==> src/rtl/thermal_alarm_pkg.sv <==
`timescale 1ns/1ps
package thermal_alarm_pkg;

    localparam int TAP_TEMP_W = 9;
    localparam int TAP_NEED_W = 3;

    localparam logic [TAP_TEMP_W-1:0] TAP_DFLT_TRIP    = 9'h0A0;
    localparam logic [TAP_TEMP_W-1:0] TAP_DFLT_RELEASE = 9'h096;

    typedef enum logic {
        EVT_HOT  = 1'b0,
        EVT_COOL = 1'b1
    } evt_e;

    typedef struct packed {
        logic [1:0] qsel;
        logic       pol_high;
        logic       irq_mode;
    } ctl_t;

    function automatic ctl_t unpack_ctl(input logic [4:1] raw);
        ctl_t c;
        c.qsel     = raw[4:3];
        c.pol_high = raw[2];
        c.irq_mode = raw[1];
        return c;
    endfunction

    function automatic logic [TAP_NEED_W-1:0] qual_need(input logic [1:0] sel);
        logic [TAP_NEED_W-1:0] n;
        case (sel)
            2'b00:   n = TAP_NEED_W'(1);
            2'b01:   n = TAP_NEED_W'(2);
            2'b10:   n = TAP_NEED_W'(4);
            default: n = TAP_NEED_W'(6);
        endcase
        return n;
    endfunction

    function automatic evt_e evt_flip(input evt_e e);
        return (e == EVT_HOT) ? EVT_COOL : EVT_HOT;
    endfunction

endpackage

==> src/rtl/tac_level_cmp.sv <==
`timescale 1ns/1ps
module tac_level_cmp
    import thermal_alarm_pkg::*;
#(
    parameter int TEMP_W = TAP_TEMP_W
) (
    input  logic signed [TEMP_W-1:0] temp,
    input  logic signed [TEMP_W-1:0] trip,
    input  logic signed [TEMP_W-1:0] rel,
    input  evt_e                     watch,
    output logic                     hit
);
    always_comb begin
        if (watch == EVT_HOT) hit = (temp > trip);
        else                  hit = (temp < rel);
    end
endmodule

==> src/rtl/tac_fault_queue.sv <==
`timescale 1ns/1ps
module tac_fault_queue #(
    parameter int CNT_W = thermal_alarm_pkg::TAP_NEED_W
) (
    input  logic             clk,
    input  logic             rst,
    input  logic             clear,
    input  logic             step,
    input  logic             hit,
    input  logic [CNT_W-1:0] need,
    output logic             fire
);
    logic [CNT_W-1:0] run_q;
    logic [CNT_W-1:0] run_nx;

    always_comb begin
        run_nx = run_q + CNT_W'(1);
        fire   = step && hit && !clear && (run_nx >= need);
    end

    always_ff @(posedge clk) begin
        if (rst || clear) begin
            run_q <= '0;
        end else if (step) begin
            if (!hit || fire) run_q <= '0;
            else              run_q <= run_nx;
        end
    end
endmodule

==> src/rtl/tac_alarm_state.sv <==
`timescale 1ns/1ps
module tac_alarm_state
    import thermal_alarm_pkg::*;
(
    input  logic clk,
    input  logic rst,
    input  logic irq_mode,
    input  logic fire,
    input  logic rd_pulse,
    input  logic sleep,
    output logic alarm_q,
    output evt_e watch_q,
    output logic mode_flip,
    output logic sleep_entry,
    output logic hold_eval
);
    logic mode_q;
    logic sleep_q;

    always_comb begin
        mode_flip   = (irq_mode != mode_q);
        sleep_entry = sleep && !sleep_q;
        hold_eval   = irq_mode && alarm_q;
    end

    always_ff @(posedge clk) begin
        if (rst) begin
            alarm_q <= 1'b0;
            watch_q <= EVT_HOT;
            mode_q  <= 1'b0;
            sleep_q <= 1'b0;
        end else begin
            mode_q  <= irq_mode;
            sleep_q <= sleep;
            if (mode_flip) begin
                alarm_q <= 1'b0;
                watch_q <= EVT_HOT;
            end else if (irq_mode) begin
                if (sleep_entry) begin
                    alarm_q <= 1'b0;
                end else if (fire) begin
                    alarm_q <= 1'b1;
                    watch_q <= evt_flip(watch_q);
                end else if (rd_pulse) begin
                    alarm_q <= 1'b0;
                end
            end else if (fire) begin
                alarm_q <= !alarm_q;
                watch_q <= evt_flip(watch_q);
            end
        end
    end
endmodule

==> src/rtl/tac_pad_drive.sv <==
`timescale 1ns/1ps
module tac_pad_drive (
    input  logic alarm,
    input  logic pol_high,
    output logic pull_low
);
    always_comb pull_low = alarm ^ pol_high;
endmodule

==> src/rtl/thermal_alarm_ctrl.sv <==
`timescale 1ns/1ps
module thermal_alarm_ctrl
    import thermal_alarm_pkg::*;
#(
    parameter int TEMP_W = TAP_TEMP_W
) (
    input  logic                     clk,
    input  logic                     rst,
    input  logic                     smp_valid,
    input  logic signed [TEMP_W-1:0] smp_temp,
    input  logic signed [TEMP_W-1:0] trip_level,
    input  logic signed [TEMP_W-1:0] release_level,
    input  logic [4:1]               cfg_ctl,
    input  logic                     rd_pulse,
    input  logic                     sleep,
    output logic                     pad_pull_low
);
    localparam int CNT_W = TAP_NEED_W;

    ctl_t             ctl;
    logic [CNT_W-1:0] need;
    evt_e             watch_q;
    logic             hit;
    logic             step;
    logic             fire;
    logic             alarm_q;
    logic             mode_flip;
    logic             sleep_entry;
    logic             hold_eval;

    always_comb begin
        ctl  = unpack_ctl(cfg_ctl);
        need = qual_need(ctl.qsel);
        step = smp_valid && !sleep && !hold_eval;
    end

    tac_level_cmp #(.TEMP_W(TEMP_W)) u_cmp (
        .temp  (smp_temp),
        .trip  (trip_level),
        .rel   (release_level),
        .watch (watch_q),
        .hit   (hit)
    );

    tac_fault_queue #(.CNT_W(CNT_W)) u_fq (
        .clk   (clk),
        .rst   (rst),
        .clear (mode_flip),
        .step  (step),
        .hit   (hit),
        .need  (need),
        .fire  (fire)
    );

    tac_alarm_state u_state (
        .clk         (clk),
        .rst         (rst),
        .irq_mode    (ctl.irq_mode),
        .fire        (fire),
        .rd_pulse    (rd_pulse),
        .sleep       (sleep),
        .alarm_q     (alarm_q),
        .watch_q     (watch_q),
        .mode_flip   (mode_flip),
        .sleep_entry (sleep_entry),
        .hold_eval   (hold_eval)
    );

    tac_pad_drive u_pad (
        .alarm    (alarm_q),
        .pol_high (ctl.pol_high),
        .pull_low (pad_pull_low)
    );
endmodule

==> config.mk <==
export PLATFORM = sky130hd
export DESIGN_NAME = thermal_alarm_ctrl
export DESIGN_NICKNAME = d
export VERILOG_FILES = /design/src/rtl/thermal_alarm_pkg.sv /design/src/rtl/tac_level_cmp.sv /design/src/rtl/tac_fault_queue.sv /design/src/rtl/tac_alarm_state.sv /design/src/rtl/tac_pad_drive.sv /design/src/rtl/thermal_alarm_ctrl.sv
export SDC_FILE = /design/constraint.sdc
export NUM_CORES = 1
export LEC_CHECK = 0
export ABC_AREA = 1
export CORE_MARGIN = 4
export CORE_UTILIZATION = 35
export CTS_BUF_LIST = sky130_fd_sc_hd__clkbuf_8
export CTS_CLUSTER_DIAMETER = 80
export DETAILED_ROUTE_END_ITERATION = 8
export PLACE_DENSITY = 0.66
export SYNTH_ARGS = -nofsm -noshare
export SYNTH_HDL_FRONTEND = slang
export SYNTH_SLANG_ARGS = --single-unit
==> constraint.sdc <==
create_clock -name clk -period 2.82 [get_ports clk]
set_input_delay 0.423 -clock clk [delete_from_list [all_inputs] [get_ports clk]]
set_output_delay 0.423 -clock clk [all_outputs]
set_load 0.01 [all_outputs]
==> summary.txt, run 1 <==
Power
  • Static leakage power: 0.000734 uW
  • Share of total power in combinational logic: about two fifths
  • Sw Share: between 20 and 30%
  • Int Pwr: 278 uW
  • PwrDens: between 200 and 300 nW/um2
  • Register share of total power: 26.2%
  • VDD IR max: between 0.2 and 0.25 mV
  • NetSw: around 120 uW
  • Clock share of power: 35.1%

Floorplanning
  • Die height: 60.3 um
  • Core Area: 2540 um2
  • Ports: 37
  • Die width: between 60 and 70 um
  • Die footprint: around 3600 um2
  • Initial Utilization: 37.7%
  • Std cell rows: 18

GRT
  • Vias in the first global route: 960
  • Total gr overflow: 0
  • Global-route wire length before repair: 3680 um
  • Initial antenna violation count: 0
  • Gr usage total: 13.2%
  • Largest net degree at the start of global routing: 7

Critical path
  • Cell mode on critical path: clkdlybuf4s50_1
  • CP Launch Type: input pin
  • Endpoint class of the critical path: primary output
  • CP Data Arrival Time: roughly 1600 ps
  • Crit path capture: pad_pull_low
  • Critical path depth: 3
  • Worst setup path class: input pin to primary output
  • CP max FO: 1
  • RR Endpoint: u_state.alarm_q
  • R2R Setup Slk: slightly below 900 ps
  • Slowest cell delay on critical path: roughly 560 ps
  • R2r startpoint: u_fq.run_q[0]
  • Required @ worst endpoint: roughly 2400 ps
  • Worst reg2reg path depth: 10
  • Crit-path cells: clkdlybuf4s50_1 > xor2_1 > clkdlybuf4s50_1
  • Crit-path slowest cell: clkdlybuf4s50_1
  • Top Family by Delay on Critical Path: buffers and inverters
  • Buf+Inv Stages, Crit Path: 2
  • Crit path from: cfg_ctl[2]

Timing
  • RSZ-0062 raised after global routing: no
  • Setup TNS: 0 ps
  • Final setup skew: 1.24 ps
  • Hold Vio Cnt, Final: 0
  • Slew @ Worst Pin: between 200 and 250 ps
  • Max-slew violation count: 0
  • Hold WS: 480 ps
  • Min Clock Period, post-route: around 2000 ps
  • PnR worst setup slack: roughly 800 ps
  • Final setup viols: 0
  • Highest clock rate: roughly 490 MHz
  • Final critical-path share of the clock period: between 70% and 80%
  • Max_slew headroom: about 84%

Final layout
  • Final Instance Area: 1400 um2
  • Reg area: around 140 um2
  • Area Growth Syn to Fin: 46.2%
  • Final core occ: between 50% and 60%
  • Share of cells above drive strength 1: around 5.4%
  • Layout Nets: between 200 and 250
  • Diode count: 0
  • Fillers: 254
  • Multi-input gate area: 687 um2

Logic synthesis
  • Cell area after synthesis: around 960 um2
  • Mapped Nets: around 200
  • Post-synth EDFFs: 0
  • Synth Register Bits: 7
  • Most common flop cell mapped by yosys: dfxtp_1
  • Area leader, netlist: ha_1
  • Total number of yosys warnings: 0
  • Syn Area/Cell: between 6 and 7 um2
  • Post-Syn Instances: between 100 and 150
  • Synth top area cells: ha_1 (27%), dfxtp_1 (15%), inv_1 (14%)
  • Most instantiated cells after synthesis: inv_1 (35), nand2_1 (35), ha_1 (21), a21oi_1 (11), nor2_1 (10)
  • Post-synth ARST share: 0%
  • Synth top area share: 27.4%
  • Register area share after synthesis: between 10% and 20%
  • Post-synthesis cell type count: 19

Clock tree
  • Clock root buffer: clkbuf_8
  • Cts hold-fix bufs: 0
  • CTS Sinks: 7
  • Clock buffer depth: 2
  • Worst-Skew Late Latency: roughly 230 ps
  • CTS tree: built
  • PostCTS Resize Cnt: 0
  • Clock Pin Slew Worst Setup and Hold Paths: ~40 ps
  • Setup bufs post-CTS: 0
  • Htree depth: 1
  • TritonCTS buffer count: 3

Placed design
  • Hpwl dp: around 1900 um
  • DP Worst Slack: 601 ps
  • Port Buffer Count: 36
  • Gpl congestion: between 0.7 and 0.8
  • Post-place instance area: 1360 um2

Routing
  • Total length of routed wires: between 2000 and 2500 um
  • Vias per cell: roughly 4.6
  • Via count: 999
  • Detailed Route Iter0 Violations: 20
  • DRC violation count after routing: 0
  • ANT nets after route: 0
  • WL per Instance: about 10 um
  • Drt first pass iters: 4

Hold path
  • Worst hold path type: flop to flop

Flow run
  • Max-Cap Viols: 0

Outcome
  • Status: completed
-- tightest hold or removal path, delay by kind of cell, from the launching register on --
family,cells,cell delay (ps)
AOI/OAI and AO/OA,1,60
and+or+nand+nor,1,60
DFF,1,310
-- registers in the layout, summed over array words and instances (netlist names) --
name and cells:
u_state.watch_q 1, u_state.mode_q 1, u_state.alarm_q 1, u_state.sleep_q 1, u_fq.run_q 3
-- area by class of cell --
class | count | share of cell area (%)
clock buffer | 3 | 2.95
tap | 30 | 2.68
sequential | 7 | 10.0
multi-input combinational | 103 | 49.0
timing repair buffer | 36 | 25.7
inverter | 35 | 9.38
clock inverter | 1 | 0.268
-- per-stage QoR --
stage,total power (uW),instances
2_1_floorplan,188,145
3_5_place_dp,259,211
4_1_cts,400,215
5_1_grt,426,215
3_3_place_gp,254,211
6_report,394,215
-- power by group through the flow --
stage	registers (uW)	clock network (uW)	logic, uW
floorplan	104	0	83.2
global placement	105	0	150
detailed placement	105	0	154
CTS	103	141	155
global route	103	147	175
finish	103	138	152
-- placed cells by master, fill, tap and decap left out --
cell / Yosys / routed
nand2_2: 1 / 1
nand3_2: 3 / 3
nand2_1: 35 / 35
nand4_1: 6 / 6
nand3b_1: 1 / 1
nand3_1: 5 / 5
clkbuf_8: 0 / 3
a21o_1: 1 / 1
clkdlybuf4s50_1: 0 / 36
nor2_1: 10 / 10
nand3_4: 1 / 1
o211ai_1: 1 / 1
o21ai_0: 1 / 1
inv_1: 35 / 36
a21oi_1: 11 / 11
dfxtp_1: 7 / 7
a21oi_2: 1 / 1
nor2_4: 1 / 1
o311a_1: 1 / 1
ha_1: 21 / 21
xor2_1: 3 / 3
-- layer usage --
| layer | vias to the layer above | GRT usage (%) | share of wire (%) |
|---|---|---|---|
| li1 | 548 | - | - |
| met1 | 427 | 15.4 | 43 |
| met2 | 21 | 23.8 | 51 |
| met3 | 3 | 3.40 | 5.1 |
| met4 | 0 | 3.80 | 0.88 |
| met5 | - | 0 | 0 |
-- cells by family after synthesis --
| logic type | Yosys count | synth area share (%) |
|---|---|---|
| simple gates | 63 | 31.7 |
| buf+inv | 35 | 13.7 |
| fa+ha+maj | 21 | 27.4 |
| compound gates | 16 | 9.79 |
| flops | 7 | 14.6 |
| xor+xnor | 3 | 2.74 |
-- worst min-delay path by stage --
stage                             start       endpoint  cells after the start
after floorplan           u_fq.run_q[1]  u_fq.run_q[1]                      2
after global placement    u_fq.run_q[1]  u_fq.run_q[1]                      2
after detailed placement  u_fq.run_q[1]  u_fq.run_q[1]                      2
after CTS                 u_fq.run_q[1]  u_fq.run_q[1]                      2
after global routing      u_fq.run_q[2]  u_fq.run_q[2]                      2
final                     u_fq.run_q[1]  u_fq.run_q[1]                      2
Power figures use the tool's default switching activity.
==> run 2: changes to the inputs <==
- clock period: 2.82 -> 2.01 ns (I/O delays scaled with it)
==> run 2 against run 1 <==
Setup slack got worse by 700 ps. Register-to-register slack got worse by 770 ps. Critical path depth increased by 7. Die area unchanged. Largest power group unchanged. Largest cell class unchanged. Sequential power increased by 41%. Via count increased by 3.1%. Routed wire length increased by 7.2%. First-iteration DRC count increased by 15%. Clock skew about the same. Utilization increased by 2.1 points. Hold slack improved by 21 ps.
==> summary.txt, run 2 (synthesized netlist as in run 1, its figures left out) <==
Outcome
  • Status: completed

Power
  • Design Power: about 570 uW
  • VDD IR max: 0.237 mV
  • PwrDens: 391 nW/um2
  • Static leakage power: between 0.0007 and 0.0008 uW

Routing
  • WL per Instance: about 11 um
  • Drt first pass iters: 4
  • Detailed Route Iter0 Violations: 23
  • DRC violation count after routing: 0
  • Total length of routed wires: approximately 2300 um
  • Via count: a little over 1000
  • ANT nets after route: 0
  • Vias per cell: ~4.7

Critical path
  • CP max FO: 3
  • CP Data Arrival Time: 2030 ps
  • CP Launch Type: flop
  • R2R Setup Slk: around 96 ps
  • Worst setup path class: flop to flop
  • Cell mode on critical path: nand2_1
  • Buf+Inv Stages, Crit Path: 0
  • RR Endpoint: u_state.alarm_q
  • R2r startpoint: u_fq.run_q[0]
  • Crit-path slowest cell: dfxtp_2
  • Top Family by Delay on Critical Path: simple AND/OR/NAND/NOR gates
  • Endpoint class of the critical path: flop
  • Required @ worst endpoint: 2130 ps
  • Slowest cell delay on critical path: around 340 ps
  • Worst reg2reg path depth: 10
  • Crit-path cells: ha_4 > xor2_2 > ha_1 > nand2_1 > o211ai_1 > nand2_1 > nor2_4 > nand3_2 > nand2_2 > a21oi_2

Hold path
  • Worst Hold End: u_fq.run_q[1]
  • Hold Path Depth: 2
  • Hold wc startpoint: u_fq.run_q[1]
  • Worst hold path type: flop to flop

Placed design
  • Hpwl dp: approximately 1900 um
  • Port Buffer Count: 36
  • Placed cells: 212
  • Post-place instance area: 1360 um2
  • Gpl congestion: ~0.77

Flow run
  • Max-Cap Viols: 0

Timing
  • Final critical-path share of the clock period: between 90 and 100%
  • Slew @ Worst Pin: 279 ps
  • Final setup skew: 1.48 ps
  • Max-slew violation count: 0
  • Min Clock Period, post-route: 1910 ps
  • Final setup viols: 0
  • Highest clock rate: roughly 520 MHz
  • Max_slew headroom: about four fifths
  • Hold Vio Cnt, Final: 0

Final layout
  • Final Instance Area: around 1500 um2
  • Diode count: 0
  • Largest register FFs: 3
  • Most frequent cells in the layout: inv_1 (36), clkdlybuf4s50_1 (36), nand2_1 (34)
  • Fin cells: 217
  • Biggest register: u_fq.run_q
  • Share of cells above drive strength 1: between 10% and 20%
  • Layout Nets: ~250
  • Area Growth Syn to Fin: 51.8%

GRT
  • Total gr overflow: 0
  • Met3 Track Usage GR: ~1.3%
  • Largest net degree at the start of global routing: 7
  • GRT met2 Usage: between 20 and 30%
  • Met1 GRT Util: between 10% and 20%
  • Most Crowded Layer GR: met2
  • Gr usage total: ~13%
  • Initial antenna violation count: 0
  • Vias in the first global route: a little under 1000
  • Global-route wire length before repair: 3630 um

Clock tree
  • CTS tree: built
  • Clock buffer depth: 2
  • Cts hold-fix bufs: 0
  • Htree depth: 1
  • Clock root buffer: clkbuf_8
  • Clock Pin Slew Worst Setup and Hold Paths: approximately 40 ps
  • CTS Sinks: 7
  • TritonCTS buffer count: 3
  • Worst-Skew Late Latency: 230 ps

Floorplanning
  • Std cell rows: 18
  • Die footprint: 3640 um2
  • Die width: 60.3 um
  • Die height: 60.3 um
  • Ports: 37
  • Initial Utilization: roughly 38%
  • Core Area: around 2500 um2
[run 2: metal layers]
layer	vias to the layer above	wire length [um]
li1	549	-
met1	448	953
met2	29	1210
met3	4	124
met4	0	20
met5	-	0
[run 2: per-stage QoR]
stage / worst slack (ps) / TNS, ps / utilization (%) / hold slack (ps)
CTS: 117 / 0 / 55.4 / 477
detailed placement: -34.4 / -110 / 53.6 / 472
floorplan: 284 / 0 / - / 374
global route: -14.3 / -23.2 / 57.2 / 524
finish: 95.6 / 0 / 57.2 / 501
global placement: 1.73 / 0 / 53.6 / 465
[run 2: how the worst max path moves through the flow]
stage,startpoint,endpoint,cells after the start
final,u_fq.run_q[0],u_state.alarm_q,10
after global routing,u_fq.run_q[0],u_state.alarm_q,10
after CTS,u_fq.run_q[0],u_state.alarm_q,9
after detailed placement,release_level[8],u_fq.run_q[0],10
after global placement,release_level[8],u_fq.run_q[1],10
after floorplan,u_fq.run_q[0],u_state.watch_q,10
[run 2: worst reg2reg max path, delay by kind of cell, from the launching register on]
family | cells | cell delay [ps]
xor+xnor | 1 | 150
simple gates | 5 | 530
fa+ha+maj | 2 | 470
flops | 1 | 340
compound gates | 2 | 320
[run 2: cell type report]
type                            count  area [um2]
Clock inverter                      1        3.75
Sequential cell                     7         141
Inverter                           35         131
Fill cell                         246        1090
Multi-Input combinational cell    103         724
Tap cell                           30        37.5
Clock buffer                        3        41.3
Timing Repair Buffer               38         375
[run 2: where the power goes]
| group | leakage [uW] | internal [uW] | switching, uW |
|---|---|---|---|
| clock | 0.0000269 | 132 | 64.8 |
| combinational | 0.000657 | 120 | 106 |
| sequential | 0.0000575 | 143 | 2.28 |
| total | 0.000742 | 395 | 174 |
[run 2: what timing repair did]
action / 4_1_cts / 5_1_grt
setup endpoints to repair: 0 / 4
gates resized for setup: 0 / 9
setup buffers: 0 / 1
==> run 3: changes to the inputs <==
- RECOVER_POWER: not set -> 25
- SLEW_MARGIN: not set -> 0
==> run 3 against run 2 <==
Setup slack hardly changed. Non-clock buffer count unchanged. Clock skew barely moved. Combinational power barely moved. Routed wire length stayed put. First-iteration DRC count decreased by 4.3%. Critical path type unchanged.
==> summary.txt, run 3 (synthesized netlist as in run 1, its figures left out) <==
Floorplanning
  • Die height: 60.3 um
  • Ports: 37
  • Initial Utilization: between 30% and 40%
  • Core Area: 2540 um2
  • Std cell rows: 18
  • Die width: just over 60 um
  • Die footprint: roughly 3600 um2

Power
  • Static leakage power: 0.000742 uW
  • Design Power: approximately 570 uW
  • VDD IR max: 0.237 mV
  • PwrDens: ~400 nW/um2

Final layout
  • Multi-input gate area: between 700 and 800 um2
  • Biggest register: u_fq.run_q
  • Share of cells above drive strength 1: 10.2%
  • Area Growth Syn to Fin: 51.8%
  • Layout Nets: 245
  • Commonest non-fill, non-tap cell in the layout: inv_1
  • Most frequent cells in the layout: inv_1 (36), clkdlybuf4s50_1 (35), nand2_1 (34)
  • Diode count: 0
  • Reg area: between 100 and 150 um2
  • Fin cells: roughly 220
  • Largest register FFs: 3
  • Final core occ: about 57%
  • Fillers: 246

Critical path
  • Required @ worst endpoint: ~2100 ps
  • CP max FO: 3
  • CP Data Arrival Time: between 2000 and 2500 ps
  • Endpoint class of the critical path: flop
  • CP Launch Type: flop
  • Worst setup path class: flop to flop

Outcome
  • Status: completed

GRT
  • Initial antenna violation count: 0
  • Gr usage total: between 10 and 15%
  • Total gr overflow: 0
  • Vias in the first global route: between 900 and 1000
  • Largest net degree at the start of global routing: 7
  • Global-route wire length before repair: between 3000 and 4000 um

Routing
  • DRC violation count after routing: 0
  • WL per Instance: about 11 um
  • Drt first pass iters: 4
  • Detailed Route Iter0 Violations: 22
  • Total length of routed wires: 2310 um
  • Vias per cell: 4.75
  • Via count: approximately 1000
  • ANT nets after route: 0

Clock tree
  • Clock Pin Slew Worst Setup and Hold Paths: approximately 40 ps
  • Clock buffer depth: 2
  • Worst-Skew Late Latency: around 230 ps
  • Htree depth: 1
  • Clock root buffer: clkbuf_8
  • CTS tree: built
  • TritonCTS buffer count: 3
  • Cts hold-fix bufs: 0
  • CTS Sinks: 7

Placed design
  • Port Buffer Count: 36
  • Hpwl dp: around 1900 um
  • Gpl congestion: approximately 0.77
  • Placed cells: ~210

Timing
  • Hold WS: about 500 ps
  • Min Clock Period, post-route: around 1900 ps
  • Final setup skew: ~1.5 ps
  • Slew @ Worst Pin: between 200 and 300 ps
  • Hold Vio Cnt, Final: 0
  • Max_slew headroom: about 81%
  • Highest clock rate: 522 MHz
  • Final critical-path share of the clock period: 95.2%
  • Final setup viols: 0
  • Max-slew violation count: 0

Flow run
  • Max-Cap Viols: 0

Hold path
  • Worst hold path type: flop to flop
[run 3: layout make-up]
| cell class | instances | area share [%] |
|---|---|---|
| clock buffer | 3 | 2.84 |
| inverter | 35 | 9.03 |
| timing repair buffer | 38 | 25.8 |
| sequential | 7 | 9.72 |
| tap | 30 | 2.58 |
| multi-input combinational | 103 | 49.8 |
| clock inverter | 1 | 0.258 |
[run 3: final timing paths]
kind / startpoint / end / slack [ps] / cells past startpoint
worst min-delay path: u_fq.run_q[1] / u_fq.run_q[1] / 500 / 2
worst max register to register: u_fq.run_q[0] / u_state.alarm_q / 100 / 10
worst min register to register: u_fq.run_q[1] / u_fq.run_q[1] / 500 / 2
worst max-delay path: u_fq.run_q[0] / u_state.alarm_q / 100 / 10
[run 3: what timing repair did]
item | CTS | global route
endpoints found under the setup margin | 0 | 4
buffers inserted | 0 | 1
resized for setup | 0 | 9
[run 3: per-layer routing]
metal	global-route usage (%)	up-vias	part of all wire, %
met2	25.2	29	52
li1	-	549	-
met5	0	-	0
met1	14.0	448	41
met4	3.48	0	0.87
met3	1.28	4	5.4
[run 3: worst max-delay path, cell delays in order, from the launching register on]
cell,delay [ps]
dfxtp_2,340
ha_4,160
xor2_2,150
ha_1,310
nand2_1,60
o211ai_1,270
nand2_1,140
nor2_4,150
nand3_2,100
nand2_2,80
a21oi_2,50
[run 3: through the flow]
step                setup TNS, ps  area (um2)  setup slack, ps
floorplan                       0         958              284
global placement                0        1360             1.73
detailed placement           -110        1360            -34.4
CTS                             0        1410              117
global route                -23.2        1460            -14.3
finish                          0        1460             95.6
[run 3: where the power goes]
group          internal (uW)  switching, uW
clock network            132           64.8
logic                    119            106
registers                143           2.28
total                    395            174
